<file path="src/rtl/mbs_pkg.sv">
`timescale 1ns/1ps
package mbs_pkg;

   typedef enum logic [2:0] {
      CYC_FETCH = 3'd0,
      CYC_MRD   = 3'd1,
      CYC_MWR   = 3'd2,
      CYC_IORD  = 3'd3,
      CYC_IOWR  = 3'd4
   } cyc_kind_e;

   typedef struct packed {
      logic io_m;
      logic s1;
      logic s0;
   } bus_status_t;

   localparam bus_status_t ST_IDLE = '0;

   function automatic logic kind_known(input logic [2:0] k);
      return (k <= 3'd4);
   endfunction

   function automatic bus_status_t status_for(input cyc_kind_e k);
      bus_status_t st;
      case (k)
         CYC_FETCH: st = '{io_m: 1'b0, s1: 1'b1, s0: 1'b1};
         CYC_MRD:   st = '{io_m: 1'b0, s1: 1'b1, s0: 1'b0};
         CYC_MWR:   st = '{io_m: 1'b0, s1: 1'b0, s0: 1'b1};
         CYC_IORD:  st = '{io_m: 1'b1, s1: 1'b1, s0: 1'b0};
         CYC_IOWR:  st = '{io_m: 1'b1, s1: 1'b0, s0: 1'b1};
         default:   st = ST_IDLE;
      endcase
      return st;
   endfunction

endpackage

</file>
<file path="src/rtl/mbs_cycle_decode.sv">
`timescale 1ns/1ps
module mbs_cycle_decode
   import mbs_pkg::*;
#(
   parameter int TW      = 3,
   parameter int OPF_LEN = 4,
   parameter int RW_LEN  = 3
) (
   input  cyc_kind_e        kind,
   output bus_status_t      status,
   output logic             is_read,
   output logic             is_write,
   output logic             is_io,
   output logic [TW-1:0]    last_t
);

   localparam logic [TW-1:0] T_OPF = TW'(OPF_LEN);
   localparam logic [TW-1:0] T_RW  = TW'(RW_LEN);

   always_comb begin
      status   = status_for(kind);
      is_read  = (kind == CYC_FETCH) || (kind == CYC_MRD) || (kind == CYC_IORD);
      is_write = (kind == CYC_MWR) || (kind == CYC_IOWR);
      is_io    = (kind == CYC_IORD) || (kind == CYC_IOWR);
      last_t   = (kind == CYC_FETCH) ? T_OPF : T_RW;
   end

endmodule

</file>
<file path="src/rtl/mbs_tstate_seq.sv">
`timescale 1ns/1ps
module mbs_tstate_seq #(
   parameter int TW = 3
) (
   input  logic          clk,
   input  logic          rst_n,
   input  logic          start,
   input  logic [TW-1:0] last_t,
   output logic [TW-1:0] tstate,
   output logic          busy,
   output logic          done
);

   localparam logic [TW-1:0] T_IDLE = '0;
   localparam logic [TW-1:0] T_ONE  = TW'(1);

   always_ff @(posedge clk) begin
      if (!rst_n) begin
         tstate <= T_IDLE;
         done   <= 1'b0;
      end else begin
         done <= 1'b0;
         if (tstate == T_IDLE) begin
            if (start) tstate <= T_ONE;
         end else if (tstate == last_t) begin
            tstate <= T_IDLE;
            done   <= 1'b1;
         end else begin
            tstate <= tstate + T_ONE;
         end
      end
   end

   assign busy = (tstate != T_IDLE);

   // done is a single-clock pulse
   a_r6_done_single: assert property (@(posedge clk) disable iff (!rst_n)
      done |=> !done)
      else $error("done held longer than one clock");

   // done only follows a running cycle
   a_r6_done_after_busy: assert property (@(posedge clk) disable iff (!rst_n)
      done |-> ($past(busy) && !busy))
      else $error("done without a preceding cycle");

endmodule

</file>
<file path="src/rtl/mbs_bus_drive.sv">
`timescale 1ns/1ps
module mbs_bus_drive #(
   parameter int ADDR_W         = 16,
   parameter int DATA_W         = 8,
   parameter int TW             = 3,
   parameter int RW_LEN         = 3,
   parameter int HOLD_LEN       = 3,
   parameter bit IO_ADDR_MIRROR = 1'b1
) (
   input  logic                 clk,
   input  logic                 rst_n,
   input  logic                 busy,
   input  logic [TW-1:0]        tstate,
   input  logic                 is_read,
   input  logic                 is_write,
   input  logic                 is_io,
   input  logic [ADDR_W-1:0]    addr,
   input  logic [DATA_W-1:0]    wdata,
   output logic [ADDR_W-DATA_W-1:0] addr_hi,
   output logic [DATA_W-1:0]    mux_out,
   output logic                 mux_oe,
   output logic                 ale,
   output logic                 rd_n,
   output logic                 wr_n,
   output logic                 capture
);

   localparam int AHI_W = ADDR_W - DATA_W;
   localparam logic [TW-1:0] T_ONE  = TW'(1);
   localparam logic [TW-1:0] T_TWO  = TW'(2);
   localparam logic [TW-1:0] T_RW   = TW'(RW_LEN);
   localparam logic [TW-1:0] T_HOLD = TW'(HOLD_LEN);

   logic [AHI_W-1:0] io_hi;
   logic [AHI_W-1:0] hi_sel;
   logic             addr_phase;
   logic             strobe_phase;
   logic             hi_phase;

   generate
      if (IO_ADDR_MIRROR) begin : g_io_mirror
         assign io_hi = AHI_W'(addr[DATA_W-1:0]);
      end else begin : g_io_zero
         assign io_hi = '0;
      end
   endgenerate

   always_comb begin
      addr_phase   = busy && (tstate == T_ONE);
      strobe_phase = busy && (tstate >= T_TWO) && (tstate <= T_RW);
      hi_phase     = busy && (tstate <= T_HOLD);
      hi_sel       = is_io ? io_hi : addr[ADDR_W-1:DATA_W];

      addr_hi = hi_phase ? hi_sel : '0;
      ale     = addr_phase;
      mux_oe  = addr_phase || (is_write && strobe_phase);
      mux_out = addr_phase ? addr[DATA_W-1:0] : wdata;
      rd_n    = !(is_read && strobe_phase);
      wr_n    = !(is_write && strobe_phase);
      capture = is_read && busy && (tstate == T_RW);
   end

   // the two strobes are exclusive
   a_r10_strobes_exclusive: assert property (@(posedge clk) disable iff (!rst_n)
      !(!rd_n && !wr_n))
      else $error("read and write strobes both active");

   // ale never overlaps a strobe
   a_r10_ale_no_strobe: assert property (@(posedge clk) disable iff (!rst_n)
      ale |-> (rd_n && wr_n))
      else $error("ale during a strobe");

   // shared lines released while reading
   a_r4_released_on_read: assert property (@(posedge clk) disable iff (!rst_n)
      !rd_n |-> !mux_oe)
      else $error("shared lines driven during read");

   // ale always comes with a driven address
   a_r2_ale_drives_lines: assert property (@(posedge clk) disable iff (!rst_n)
      ale |-> mux_oe)
      else $error("ale with lines released");

endmodule

</file>
<file path="src/rtl/mux_bus_sequencer.sv">
`timescale 1ns/1ps
module mux_bus_sequencer
   import mbs_pkg::*;
#(
   parameter int ADDR_W         = 16,
   parameter int DATA_W         = 8,
   parameter int OPF_LEN        = 4,
   parameter int RW_LEN         = 3,
   parameter int HOLD_LEN       = 3,
   parameter bit IO_ADDR_MIRROR = 1'b1
) (
   input  logic                     clk,
   input  logic                     rst_n,
   input  logic                     req_valid,
   input  logic [2:0]               req_kind,
   input  logic [ADDR_W-1:0]        req_addr,
   input  logic [DATA_W-1:0]        req_wdata,
   output logic                     busy,
   output logic                     done,
   output logic [DATA_W-1:0]        rdata,
   output logic [ADDR_W-DATA_W-1:0] addr_hi,
   output logic [DATA_W-1:0]        mux_out,
   output logic                     mux_oe,
   input  logic [DATA_W-1:0]        mux_in,
   output logic                     ale,
   output logic                     io_m,
   output logic                     s1,
   output logic                     s0,
   output logic                     rd_n,
   output logic                     wr_n
);

   localparam int TW = $clog2(OPF_LEN + 1);

   generate
      if (ADDR_W != 2 * DATA_W) begin : g_bad_width
         $error("address must be twice the data width");
      end
      if (RW_LEN < 3) begin : g_bad_rw
         $error("read/write cycles need at least three T-states");
      end
      if (OPF_LEN < RW_LEN) begin : g_bad_opf
         $error("fetch may not be shorter than a read");
      end
      if (HOLD_LEN < 1 || HOLD_LEN > OPF_LEN) begin : g_bad_hold
         $error("high address hold out of range");
      end
   endgenerate

   cyc_kind_e            kind_q;
   logic [ADDR_W-1:0]    addr_q;
   logic [DATA_W-1:0]    wdata_q;
   logic                 start;
   logic [TW-1:0]        tstate;
   logic [TW-1:0]        last_t;
   bus_status_t          dec_status;
   bus_status_t          out_status;
   logic                 is_read, is_write, is_io, capture;

   assign start = req_valid && !busy && kind_known(req_kind);

   always_ff @(posedge clk) begin
      if (!rst_n) begin
         kind_q  <= CYC_FETCH;
         addr_q  <= '0;
         wdata_q <= '0;
      end else if (start) begin
         kind_q  <= cyc_kind_e'(req_kind);
         addr_q  <= req_addr;
         wdata_q <= req_wdata;
      end
   end

   always_ff @(posedge clk) begin
      if (!rst_n)       rdata <= '0;
      else if (capture) rdata <= mux_in;
   end

   mbs_cycle_decode #(
      .TW(TW), .OPF_LEN(OPF_LEN), .RW_LEN(RW_LEN)
   ) u_dec (
      .kind(kind_q), .status(dec_status), .is_read(is_read),
      .is_write(is_write), .is_io(is_io), .last_t(last_t)
   );

   mbs_tstate_seq #(.TW(TW)) u_seq (
      .clk(clk), .rst_n(rst_n), .start(start), .last_t(last_t),
      .tstate(tstate), .busy(busy), .done(done)
   );

   mbs_bus_drive #(
      .ADDR_W(ADDR_W), .DATA_W(DATA_W), .TW(TW), .RW_LEN(RW_LEN),
      .HOLD_LEN(HOLD_LEN), .IO_ADDR_MIRROR(IO_ADDR_MIRROR)
   ) u_drv (
      .clk(clk), .rst_n(rst_n), .busy(busy), .tstate(tstate),
      .is_read(is_read), .is_write(is_write), .is_io(is_io),
      .addr(addr_q), .wdata(wdata_q), .addr_hi(addr_hi),
      .mux_out(mux_out), .mux_oe(mux_oe), .ale(ale),
      .rd_n(rd_n), .wr_n(wr_n), .capture(capture)
   );

   assign out_status = busy ? dec_status : ST_IDLE;
   assign io_m = out_status.io_m;
   assign s1   = out_status.s1;
   assign s0   = out_status.s0;

   // status pins hold for the whole cycle
   a_r3_status_held: assert property (@(posedge clk) disable iff (!rst_n)
      (busy && $past(busy)) |-> $stable({io_m, s1, s0}))
      else $error("status changed mid-cycle");

   // the captured request does not change while running
   a_r9_request_frozen: assert property (@(posedge clk) disable iff (!rst_n)
      (busy && $past(busy)) |-> ($stable(addr_q) && $stable(kind_q)))
      else $error("request changed mid-cycle");

   // idle bus is quiet
   a_r1_idle_quiet: assert property (@(posedge clk) disable iff (!rst_n)
      !busy |-> (!ale && rd_n && wr_n && !mux_oe && {io_m, s1, s0} == 3'b000))
      else $error("bus active while idle");

endmodule

</file>
<file path="config.mk">
export PLATFORM = sky130hd
export DESIGN_NAME = mux_bus_sequencer
export DESIGN_NICKNAME = d
export VERILOG_FILES = /design/src/rtl/mbs_pkg.sv /design/src/rtl/mbs_cycle_decode.sv /design/src/rtl/mbs_tstate_seq.sv /design/src/rtl/mbs_bus_drive.sv /design/src/rtl/mux_bus_sequencer.sv
export SDC_FILE = /design/constraint.sdc
export NUM_CORES = 1
export LEC_CHECK = 0
export BUFFER_PORTS_ARGS = -buffer_cell sky130_fd_sc_hd__buf_2
export CAP_MARGIN = 40
export CORE_UTILIZATION = 35
export DETAILED_ROUTE_END_ITERATION = 7
export HOLD_SLACK_MARGIN = 0.12
export PLACE_DENSITY = 0.7
export SLEW_MARGIN = 10
export SYNTH_ARGS = -nofsm -noshare
export SYNTH_HDL_FRONTEND = slang
export SYNTH_SLANG_ARGS = --single-unit
</file>
<file path="constraint.sdc">
create_clock -name clk -period 1.5 [get_ports clk]
set_input_delay 0.15 -clock clk [delete_from_list [all_inputs] [get_ports clk]]
set_output_delay 0.15 -clock clk [all_outputs]
set_load 0.005 [all_outputs]
</file>
==> results of run 1 <==
## cells by family after synthesis
logic type / synth area share
buf+inv: 0.0719
simple gates: 0.198
compound gates: 0.235
xor+xnor: 0.00416
mux: 0.0903
fa+ha+maj: 0.0297
flops: 0.371
## flip-flops by register name, summed over array words and instances, names as in the netlist
name,count
addr_q,16
rdata,8
wdata_q,8
kind_q,3
u_seq.tstate,3
u_seq.done,1
## repair_timing
action | 4_1_cts | 5_1_grt
pin swaps | 6 | 4
cloned | 0 | 1
buffers inserted | 7 | 5
resized for setup | 45 | 33
hold buffers | 25 | 0
endpoints found under the hold margin | 25 | 0
setup endpoints to repair | 33 | 54
## power breakdown
part           internal [mW]  switching (mW)  total (mW)
Combinational           1.21            1.08        2.29
Clock                  0.361           0.367       0.729
Sequential              1.17           0.106        1.27
Total                   2.74            1.56        4.30
## final timing paths
check,from,to,slack (ns),cells past startpoint
min reg2reg,rdata[4]$_SDFFE_PN0P_,rdata[4]$_SDFFE_PN0P_,0.46,2
max reg2reg,u_seq.tstate[0]$_SDFFE_PN0P_,rdata[7]$_SDFFE_PN0P_,-0.19,8
min,req_addr[10],addr_q[10]$_SDFFE_PN0P_,0.12,3
max,u_seq.tstate[0]$_SDFFE_PN0P_,mux_out[0],-0.37,6
## per-layer routing
metal | global-route usage | wire, µm | up-vias
li1 | - | - | 1104
met1 | 0.261 | 3010 | 1056
met2 | 0.367 | 3310 | 79
met3 | 0.0343 | 325 | 8
met4 | 0.0618 | 74 | 0
met5 | 0 | 0 | -
## layout make-up
type | count | area, µm² | share of cell area
Multi-Input combinational cell | 180 | 1400 | 0.416
Timing Repair Buffer | 129 | 977 | 0.291
Sequential cell | 39 | 785 | 0.234
Tap cell | 72 | 90.1 | 0.0269
Clock buffer | 6 | 82.6 | 0.0246
Inverter | 5 | 18.8 | 0.00560
Clock inverter | 1 | 5.00 | 0.00149
## worst max-delay path: stages, from the launching register on
cell     delay (ns)
dfxtp_2        0.37
inv_2          0.06
ha_4           0.17
nor3b_4        0.20
buf_6          0.19
mux2_4         0.32
buf_6          0.12
## cells in the final DEF (no fill, tap or decap), drive strengths merged, types with 2 or more instances in the layout
cell and count:
buf 104, dfxtp 39, o21ai 37, nand3 33
a21boi 26, dlygate4sd3 25, nand2 20, a21oi 13
mux2i 10, mux2 8, clkbuf 6, nand3b 5
inv 5, ha 5, nor2b 3, nor3 3
nor3b 2, and3b 2, or3 2, or3b 2
o22ai 2
## metrics by stage
| stage | setup TNS (ns) | hold WS [ns] | area (µm²) | cells | utilization |
|---|---|---|---|---|---|
| floorplan | 0 | 0.292 | 2110 | 246 | - |
| global placement | -1.53 | 0.396 | 2600 | 389 | 0.462 |
| detailed placement | -2.27 | 0.408 | 2600 | 389 | 0.462 |
| CTS | -8.69 | 0.121 | 3180 | 428 | 0.564 |
| global route | -10.97 | 0.144 | 3350 | 432 | 0.594 |
| finish | -8.88 | 0.123 | 3350 | 432 | 0.594 |
==> metrics.cfg, run 1 <==
[cts]
cts_made_buffers=5
htreeDepth=2
cts_tree=yes
clock_latency_ns=0.29
clkSinkCount=39
path_clk_slew_ns=0.08
clock_path_buffers=2
cts_root_buf=clkbuf_8

[die]
io-pin-count=71
dieArea_um2=6330
die_w_um=79.6
dieHeight_um=79.6
row_count=27
start_util=0.373
coreArea_um2=5640

[drt]
wire_per_inst_um=15.6
dr.pass1.iters=4
num_vias=2247
drt-total-wl_mm=6.72
postRouteAntennaNets=0
first_iter_violations=169
viasPerCell=5.20
drt_drc_violations_left=0

[grt]
overflow=0
grt_pass1_vias=2165
grt_pass1_wl_mm=10.3
grt_util_all_layers=0.209
antenna_found_initial=0
grt_max_degree=28

[sta]
fin_crit_sh=1.25
hold_violations=0
slew_violations=0
fin_crit_ns=1.87
worst_slew_pin_slew_ns=0.465
max_freq_mhz=534
setup_ws_ns=-0.372
relSlewSlack=0.690
setup_violations=33
grt_setup_unrepaired=true
fin_skew_ns=0.00407

[worst_setup_path]
endpoint_kind=output port
crit_required_ns=1.35
critical_path_class=reg -> out
worstPathArrival_ns=1.72
startpoint_type=register
worstPathMaxFanout=8

[power]
p_leak_nw=1.35
powerDensity_nw_per_um2=1280
total_power_mw=4.30
ir_worst_vdd_mv=1.07

[run_status]
violations=setup timing
status=finished, violations left

[logic_synthesis]
yosys-top-cells-area=dfxtp_1 37%, o21ai_0 8.3%, nand3_1 7.8%
syn_area_per_cell_um2=8.56
synth_area_um2=2110
yosys.area.top_type=dfxtp_1
synth_edf_count=0
synth_seq_cells=39
yosysWarnings=0
async_reset_ff_frac=0
synth_cells=246
seq_area_frac_synth=0.371
ys.flop_type=dfxtp_1
synth_common_cells=39 x dfxtp_1, 35 x o21ai_0, 33 x nand3_1, 20 x nand2_1, 15 x a21boi_1
yosysMostFrequentCell=dfxtp_1
synth_nets=289
synth.distinct_cells=37
synth_top_area_share=0.371

[run]
drv_cap=0

[layout]
drive_gt1_frac=0.450
fillerInstances=458
area_growth_pct=59.2
layout.nets=403
diodes=0

[hold_path]
holdCritPathClass=in -> reg

[place]
portBuffers=70
dp_hpwl_mm=4.13
routabilityCongestion=0.817
dp_slack_ns=-0.152

No activity file was read; power rests on OpenSTA's default activity.
==> run 2, diff against run 1 <==
--- a/config.mk
+++ b/config.mk
@@ -7,10 +7,12 @@
 export LEC_CHECK = 0
 export BUFFER_PORTS_ARGS = -buffer_cell sky130_fd_sc_hd__buf_2
 export CAP_MARGIN = 40
+export CORE_MARGIN = 1
 export CORE_UTILIZATION = 35
 export DETAILED_ROUTE_END_ITERATION = 7
 export HOLD_SLACK_MARGIN = 0.12
 export PLACE_DENSITY = 0.7
+export SETUP_SLACK_MARGIN = 0.5
 export SLEW_MARGIN = 10
 export SYNTH_ARGS = -nofsm -noshare
 export SYNTH_HDL_FRONTEND = slang
==> run 2 against run 1 <==
- the run still ends with setup timing left
- clock skew rose by 0.0036 ns
- utilization rose by 4.8 points
- critical path depth did not move
- clock power fell by 2%
- register-to-register slack barely moved
- critical path type unchanged
- highest routed layer unchanged
==> metrics.cfg, run 2 (synthesis gave the netlist of run 1 again) <==
[worst_setup_path]
startpoint_type=register
rr_worst_depth=9
reg2reg_slack_ns=-0.20
crit_start=u_seq.tstate[0]$_SDFFE_PN0P_
timing.rr.end=addr_q[10]$_SDFFE_PN0P_
worstPathMaxFanout=10
endpoint_kind=output port
r2r_start=u_seq.tstate[0]$_SDFFE_PN0P_
worstPathCellList=inv_4, ha_4, nor3b_2, buf_6, mux2_2, buf_2
max_stage_delay_ns=0.39
worstPathArrival_ns=1.72
critical_path_class=reg -> out
crit_required_ns=1.35
slowest_stage=dfxtp_4

[sta]
fin_crit_sh=1.25
hold_violations=0
max_freq_mhz=535
worst_slew_pin_slew_ns=0.454
setup_ws_ns=-0.369
fin_crit_ns=1.87
setup_violations=61
fin_skew_ns=0.00766
grt_setup_unrepaired=true
relSlewSlack=0.698
slew_violations=0

[die]
dieHeight_um=79.6
die_w_um=79.6
start_util=0.373
io-pin-count=71
row_count=27
dieArea_um2=6330
coreArea_um2=5640

[hold_path]
holdCritPathClass=in -> reg
min_from=req_kind[1]
min_to=kind_q[1]$_SDFFE_PN0P_
holdPathStages=3

[drt]
drt-total-wl_mm=6.65
postRouteAntennaNets=0
num_vias=2276
dr.pass1.iters=4
first_iter_violations=109
drt_drc_violations_left=0
viasPerCell=5.16
wire_per_inst_um=15.1

[cts]
cts_root_buf=clkbuf_8
clock_path_buffers=2
clock_latency_ns=0.29
cts_tree=yes
clkSinkCount=39
htreeDepth=2
path_clk_slew_ns=0.08
cts_made_buffers=5

[place]
dp_slack_ns=-0.0450
post_dp_cell_area_um2=2930
portBuffers=70
routabilityCongestion=0.809
dp_hpwl_mm=4.12

[power]
p_leak_nw=1.45
powerDensity_nw_per_um2=1260
ir_worst_vdd_mv=0.588

[run]
drv_cap=0

[layout]
fin_area_um2=3620
largest_reg_flops=16
drive_gt1_frac=0.526
mostFrequentLayoutCell=buf_2
layout.nets=411
largestRegisters=addr_q x16, rdata x8, wdata_q x8
area_growth_pct=72.1
diodes=0
top_register=addr_q
fillerInstances=455
final_cell_mix=70 x buf_2, 35 x o21ai_0, 34 x dfxtp_1

[grt]
antenna_found_initial=0
overflow=0
grt_pass1_wl_mm=10.3
grt_util_all_layers=0.209
grt_max_degree=28
grt_pass1_vias=2131

[run_status]
status=finished, violations left
violations=setup timing

run 2: worst max-delay path by stage:
stage	end	slack (ns)
5_1_grt	mux_out[1]	-0.42
4_1_cts	mux_out[3]	-0.35
3_3_place_gp	mux_out[7]	-0.02
2_1_floorplan	mux_out[0]	0.12
3_5_place_dp	mux_out[3]	-0.05
6_report	mux_out[3]	-0.37
run 2: power breakdown:
group	total [mW]	internal [mW]	switching [mW]
Clock	0.715	0.327	0.387
Combinational	2.56	1.38	1.18
Sequential	1.30	1.18	0.125
run 2: through the flow:
| step | instances | setup TNS, ns | utilization | hold slack, ns | total power [mW] |
|---|---|---|---|---|---|
| floorplan | 246 | 0 | - | 0.280 | 2.47 |
| global placement | 390 | -0.152 | 0.519 | 0.397 | 3.09 |
| detailed placement | 390 | -0.322 | 0.519 | 0.403 | 3.12 |
| CTS | 437 | -11.41 | 0.626 | 0.121 | 4.40 |
| global route | 441 | -15.76 | 0.642 | 0.155 | 4.82 |
| finish | 441 | -12.20 | 0.642 | 0.161 | 4.57 |
run 2: worst max-delay path: cells and delay by family (launching register included):
kind                       cells  cell delay, ns
adders and majority gates      1            0.15
buffers and inverters          3            0.34
DFF                            1            0.39
muxes                          1            0.34
and+or+nand+nor                1            0.18
run 2: repair_timing:
| action | CTS | global route |
|---|---|---|
| setup buffers | 9 | 1 |
| hold buffers | 28 | 3 |
| hold endpoints to repair | 28 | 3 |
| setup endpoints to repair | 63 | 63 |
| pin swaps | 7 | 1 |
| cloned | 2 | 0 |
| resized for setup | 28 | 10 |
run 2: routing by layer:
layer  global-route usage  part of all wire
met5                    0                 0
met4               0.0855             0.018
met3               0.0377             0.039
met2                0.332              0.48
met1                0.278              0.46
run 2: cell type report:
| cell class | instances | area, µm² | area share |
|---|---|---|---|
| Timing Repair Buffer | 137 | 1090 | 0.301 |
| Clock inverter | 1 | 5.00 | 0.00138 |
| Sequential cell | 39 | 792 | 0.219 |
| Clock buffer | 7 | 76.3 | 0.0211 |
| Multi-Input combinational cell | 180 | 1540 | 0.426 |
| Tap cell | 72 | 90.1 | 0.0249 |
| Inverter | 5 | 26.3 | 0.00725 |
